### src/rtl/ecc_blank_judge.sv
`timescale 1ns/1ps
module ecc_blank_judge #(
  parameter int SKIP_BYTES = 4,
  parameter int TAG_MAX    = 64,
  parameter int DATA_MAX   = 4096
) (
  input  logic                         clk,
  input  logic                         rst_n,
  input  logic                         sop,
  input  logic                         eop,
  input  logic                         byte_vld,
  input  logic                         byte_area,
  input  logic [7:0]                   byte_val,
  input  logic [1:0]                   data_len_sel,
  input  logic [$clog2(TAG_MAX+1)-1:0] tag_len,
  input  logic                         tag_skip_en,
  input  logic                         ecc_irq,
  input  logic                         fail_a,
  input  logic                         fail_b,
  output logic [1:0]                   result,
  output logic                         result_vld
);
  localparam int DCW = $clog2(DATA_MAX + 1);
  localparam int TCW = $clog2(TAG_MAX + SKIP_BYTES + 1);
  localparam int LW  = $clog2(TAG_MAX + 1);

  logic [DCW-1:0] d_cnt, d_lim;
  logic [TCW-1:0] t_cnt, t_lo, t_hi;
  logic           d_blank, t_blank, d_blank_nx, t_blank_nx;
  logic           d_take, t_adv, t_take, not_ff;

  always_comb begin
    case (data_len_sel)
      2'b00:   d_lim = DCW'(DATA_MAX / 8);
      2'b01:   d_lim = DCW'(DATA_MAX / 2);
      default: d_lim = DCW'(DATA_MAX);
    endcase
  end

  assign not_ff     = byte_val != 8'hFF;
  assign t_lo       = tag_skip_en ? TCW'(SKIP_BYTES) : '0;
  assign t_hi       = t_lo + TCW'(tag_len);
  assign d_take     = byte_vld && !byte_area && (d_cnt < d_lim);
  assign t_adv      = byte_vld && byte_area && (t_cnt < t_hi);
  assign t_take     = t_adv && (t_cnt >= t_lo);
  assign d_blank_nx = d_blank && !(d_take && not_ff);
  assign t_blank_nx = t_blank && !(t_take && not_ff);

  always_ff @(posedge clk or negedge rst_n) begin
    if (!rst_n) begin
      d_cnt      <= '0;
      t_cnt      <= '0;
      d_blank    <= 1'b1;
      t_blank    <= 1'b1;
      result     <= 2'b00;
      result_vld <= 1'b0;
    end else begin
      result_vld <= eop && !sop;
      if (sop) begin
        d_cnt   <= '0;
        t_cnt   <= '0;
        d_blank <= 1'b1;
        t_blank <= 1'b1;
        result  <= 2'b00;
      end else begin
        if (d_take) d_cnt <= d_cnt + 1'b1;
        if (t_adv)  t_cnt <= t_cnt + 1'b1;
        d_blank <= d_blank_nx;
        t_blank <= t_blank_nx;
        if (eop)
          result <= {ecc_irq && fail_a && !d_blank_nx,
                     ecc_irq && fail_b && !t_blank_nx};
      end
    end
  end

  logic unused_ok;
  assign unused_ok = &{1'b0, LW[0]};
endmodule

### config.mk
export PLATFORM = sky130hd
export DESIGN_NAME = ecc_blank_judge
export DESIGN_NICKNAME = d
export VERILOG_FILES = /design/src/rtl/ecc_blank_judge.sv
export SDC_FILE = /design/constraint.sdc
export NUM_CORES = 1
export LEC_CHECK = 0
export BUFFER_PORTS_ARGS = -buffer_cell sky130_fd_sc_hd__buf_2
export CORE_ASPECT_RATIO = 1.75
export CORE_MARGIN = 3
export CORE_UTILIZATION = 59
export DETAILED_ROUTE_END_ITERATION = 12
export PLACE_DENSITY = 0.81
export SYNTH_ARGS = -nofsm -noshare
export SYNTH_HDL_FRONTEND = slang
export SYNTH_SLANG_ARGS = --single-unit
### constraint.sdc
create_clock -name clk -period 5.55 [get_ports clk]
set_input_delay 1.11 -clock clk [delete_from_list [all_inputs] [get_ports clk]]
set_output_delay 1.11 -clock clk [all_outputs]
set_load 0.005 [all_outputs]
# Word-level counts from Yosys, hierarchy flattened
# Index checks and enable logic that the tools add are counted.
word_totals:
  reg_bits: 25
  input_bits: 27
  out_inout_bits: 3
  wordCells: 48
op_classes:
  addsub: 3
  n_lt_le_gt_ge: 3
  eq_ne: 2
  mux: 10
  n_reduce_logical: 24
ops:
  columns: ["op", "count"]
  rows:
  - ["$mux W13", 2]
  - ["$pmux W13 S2", 1]
  - ["$logic_and A1 B1 Y1", 14]
  - ["$mux W7", 2]
  - ["$add A13 B1 Y13 const B", 1]
  - ["$lt A13 B13 Y1", 1]
  - ["$ne A8 B8 Y1 const B", 1]
  - ["$add A3 B7 Y7", 1]
  - ["$add A7 B1 Y7 const B", 1]
  - ["$ge A7 B3 Y1", 1]
  - ["$lt A7 B7 Y1", 1]
  - ["$logic_not A1 Y1", 6]
  - ["$reduce_bool A2 Y1", 3]
  - ["$mux W2", 2]
  - ["$mux W3", 1]
  - ["$eq A2 B1 Y1 const B", 1]
  - ["$logic_not A2 Y1", 1]
  - ["$mux W1", 2]

# Logic depth before layout (Yosys ltp)
logic_depth:
  ltp_word: 12
  ltp_mapped: 10
  mapped_depth_nobuf: 10

# Worst setup path after synthesis
# No wires, ideal clock.
synth_path:
  path_type: "input port to flip-flop"
  startpoint: "input tag_len[2]"
  endpoint: "register t_cnt[3]"
  setup_time_ps: 125
  arrival_time_ps: 3196
  required_time_ps: 5425
  setup_slack_ps: 2229
  stages: 10
  n_path_buf: 0
  path_cell_list: "ha_1 -> ha_1 -> nand3_1 -> xor2_1 -> ha_1 -> and2_1 -> a221oi_2 -> o21ai_1 -> nor4_1 -> mux2_2"
synth_between:
  elab_chain_cells: 4
synth_rtl:
  columns: ["element", "line_no", "rtl"]
  rows:
  - ["start, declared", "15", "input logic [$clog2(TAG_MAX+1)-1:0] tag_len,"]
  - ["$add A3 B7 Y7", "42", "assign t_hi = t_lo + TCW'(tag_len);"]
  - ["$lt A7 B7 Y1", "44", "assign t_adv = byte_vld && byte_area && (t_cnt < t_hi);"]
  - ["$logic_and A1 B1 Y1", "44", null]
  - ["$reduce_bool A2 Y1 (no source line)", null, null]
  - ["end signal, assigned", "67", "if (t_adv) t_cnt <= t_cnt + 1'b1;"]
  - ["end, declared", "28", "logic [TCW-1:0] t_cnt, t_lo, t_hi;"]
# No other way between the ends.
# A chain may end at the register's enable or synchronous reset.

# Worst setup path after layout
# Same ends and word-level chain as after synthesis.

==> flow_summary.yaml <==
synth:
  ys_ff_latch: 25
  yosys.area_share.simple_pct: 23.4
  synthCells: 163
  synth_xor_area_share_pct: 9.01
  synth_top_family_by_area: "simple AND/OR/NAND/NOR gates"
  synth_mux_area_share_pct: 1.37
  synth-compound-area-share_pct: 11.1
  ys_seq_area_share_pct: 40.4
  synth_fa_ha_area_share_pct: 11.3
  yosysWarnings: 0
  syn-cell-area_mm2: 0.00156
  synth.distinct_cells: 39
  synth_area_per_cell_um2: 9.54
  synth_edf_count: 0
  synthArstFlopShare_pct: 100
  synthesis.nets: 204
  ys.flop_type: "dfrtp_1"
worst_setup_path:
  max_stage_delay_ns: 0.37
  cpMostUsedCell: "ha_1"
  cp_slowest_cell: "mux2_2"
  start_kind: "input pin"
  crit_chain: "buf_2, ha_1, ha_1, nand3_1, xor2_1, ha_1, and2_1, a221oi_2, o21ai_1, nor4_1, mux2_2"
  cp_data_arrival_time_ns: 3.57
  end_kind: "flop"
  r2r-start: "t_cnt[4]$_DFFE_PN0P_"
  crit_start: "tag_len[2]"
  required_ns: 5.70
  reg2reg_depth: 6
  crit_type: "input pin to flop"
  cp_max_fo: 4
hold_path:
  hp-class: "flop to flop"
  holdPathStages: 2
  holdCritStartpoint: "d_cnt[1]$_DFFE_PN0P_"
global_routing:
  grt_pass1_wl_um: 5820
  grt_antenna_before_repair: 0
  grt_pass1_vias: 1388
  grt_usage_pct: 23.5
  grt-ovfl-total: 0
  grt_max_degree: 27
cells_and_area:
  ff_latch_area_um2: 628
  nets: 234
  postLayoutCoreUtil_pct: 70.8
  drive_gt1_share_pct: 20.8
  multi_input_area_um2: 873
  num-fill-cells: 200
  diodes: 0
  synthToLayoutAreaGrowth_pct: 13.5
pwr:
  clkPwrFrac_pct: 30.7
  ir_drop_mv: 0.161
  p_int_uw: 257
  p_sw_uw: 83.4
  p_sw_share_pct: 24.5
  power_leakage_nw: 0.856
  combPwrFrac_pct: 13.8
  powerDensity_mw_per_mm2: 193
  pwr-share-seq_pct: 55.5
clock_network:
  cts_tree: "built"
  post_cts_resized: 0
  insertion_delay_ns: 0.26
  cts_hold_buf: 0
  post_cts_buffers: 0
  cts_max_path_buffers: 2
  cts.sinks: 25
  cts_made_buffers: 3
  htree_levels: 1
  clk_pin_slew_worst_paths_ns: 0.08
  cts_root_buffer: "clkbuf_8"
sta:
  fin_crit_sh_pct: 61.6
  worstMarginPinSlew_ns: 0.543
  setup_violations: 0
  drv_slew: 0
  fin_crit_ns: 3.42
  finalSetupTns_ns: 0
  grt_setup_unrepaired: "false"
  fmaxAchievable_mhz: 293
  slew_headroom_pct: 63.8
  finalHoldViolCount: 0
  clock_skew_ns: 0.00474
floorplanning:
  die_w_um: 44.8
  initial_core_util_pct: 62.4
  die_y_um: 73.9
  dieArea_mm2: 0.00331
  num_rows: 24
  ios: 30
  coreArea_mm2: 0.00249
placed_design:
  dp.final_hpwl_um: 2730
  gp_congestion: 0.883
  io_buffers: 29
detailed_routing:
  wl_per_cell_um: 16.2
  first_iter_violations: 32
  vias_per_cell: 6.20
  finalWirelength_um: 3530
  ant_nets: 0
  dr.pass1.iters: 4
  drc: 0
  num_vias: 1351
run_status:
  status: "complete, no violations"
job:
  drv_cap: 0
## path summary, 6_finish.rpt
path / end / slack (ns)
min: d_cnt[1]$_DFFE_PN0P_ / 0.55
max: t_cnt[3]$_DFFE_PN0P_ / 2.13
max reg2reg: t_cnt[3]$_DFFE_PN0P_ / 3.30
max in group asynchronous: d_blank$_DFF_PN1_ / 4.36
min reg2reg: d_cnt[1]$_DFFE_PN0P_ / 0.55
min in group asynchronous: d_cnt[9]$_DFFE_PN0P_ / 0.82
## stage by stage
step                      power [mW]  worst slack [ns]  instances  cell area (um2)  hold slack, ns
after floorplan                0.218              2.23        163             1560           0.486
after global placement         0.236              2.03        214             1720           0.530
after detailed placement       0.240              1.86        214             1720           0.538
after CTS                      0.343              2.12        218             1770           0.550
after global routing           0.357              1.97        218             1770           0.585
final                          0.341              2.13        218             1770           0.551
## cells by family after synthesis
kind of cell / count (synthesis)
and+or+nand+nor: 68
DFF: 25
AOI/OAI and AO/OA: 24
xor gates and xnor gates: 16
buffers and inverters: 14
adders and majority gates: 14
muxes: 2
## placed cells by master (no fill, tap or decap), drive strengths merged, types with 2 or more instances in the layout
master | synthesis | layout
o21ai | 8 | 8
nor4 | 2 | 2
a21o | 2 | 2
nor2 | 17 | 17
and2 | 4 | 4
inv | 9 | 9
a21oi | 5 | 5
buf | 1 | 30
nor2b | 2 | 2
nor3b | 2 | 2
clkbuf | 4 | 4
nand4 | 14 | 14
dfstp | 2 | 2
xnor2 | 4 | 4
and4 | 2 | 2
and3 | 2 | 2
or3 | 4 | 4
dfrtp | 23 | 23
ha | 14 | 14
xor2 | 12 | 12
nand2b | 2 | 2
nand3 | 7 | 7
nand2 | 7 | 7
## cell type report
type	count	share of cell area, %
Clock buffer	4	2.55
Inverter	9	1.91
Multi-Input combinational cell	124	49.5
Sequential cell	25	35.6
Tap cell	26	1.84
Timing Repair Buffer	30	8.65
## flip-flops by register name, indices dropped and copies added (netlist names)
name and cells:
d_cnt 13, t_cnt 7, result 2, d_blank 1, result_vld 1, t_blank 1
## synth_stat cells (2+ instances only)
| cell | n | share of area [%] |
|---|---|---|
| nand3_1 | 7 | 2.3 |
| a21oi_1 | 5 | 1.6 |
| clkbuf_1 | 4 | 0.97 |
| and2_1 | 4 | 1.6 |
| a21o_1 | 2 | 0.97 |
| nand4_1 | 14 | 5.6 |
| nor3b_1 | 2 | 0.97 |
| nor2b_1 | 2 | 0.80 |
| nor2_1 | 17 | 4.1 |
| and4_1 | 2 | 1.1 |
| xor2_1 | 12 | 6.8 |
| inv_1 | 9 | 2.2 |
| dfstp_2 | 2 | 3.4 |
| o21ai_0 | 6 | 1.9 |
| and3_1 | 2 | 0.80 |
| xnor2_1 | 4 | 2.3 |
| ha_1 | 14 | 11 |
| nand2b_1 | 2 | 0.80 |
| nand2_1 | 7 | 1.7 |
| nor4_1 | 2 | 0.80 |
| dfrtp_1 | 23 | 37 |
| or3_1 | 4 | 1.6 |
## worst max-delay path, delay by kind of cell
kind / cells / cell delay [ns]
compound gates: 2 / 0.56
xor+xnor: 1 / 0.18
fa+ha+maj: 3 / 0.71
buf+inv: 1 / 0.10
mux: 1 / 0.37
simple gates: 3 / 0.54
## routing by layer
metal,GRT usage (%),wire (um),vias to the layer above
li1,-,-,642
met1,23.0,1300,665
met2,45.9,2060,34
met3,2.21,72,10
met4,11.7,99,0
met5,0,0,-
## power by group through the flow
stage	registers, mW	clock network [mW]	logic [mW]
floorplan	0.192	0	0.0261
global placement	0.192	0	0.0437
detailed placement	0.193	0	0.0475
CTS	0.189	0.107	0.0477
global route	0.190	0.114	0.0536
finish	0.189	0.105	0.0471
No activity file was read; power rests on OpenSTA's default activity.
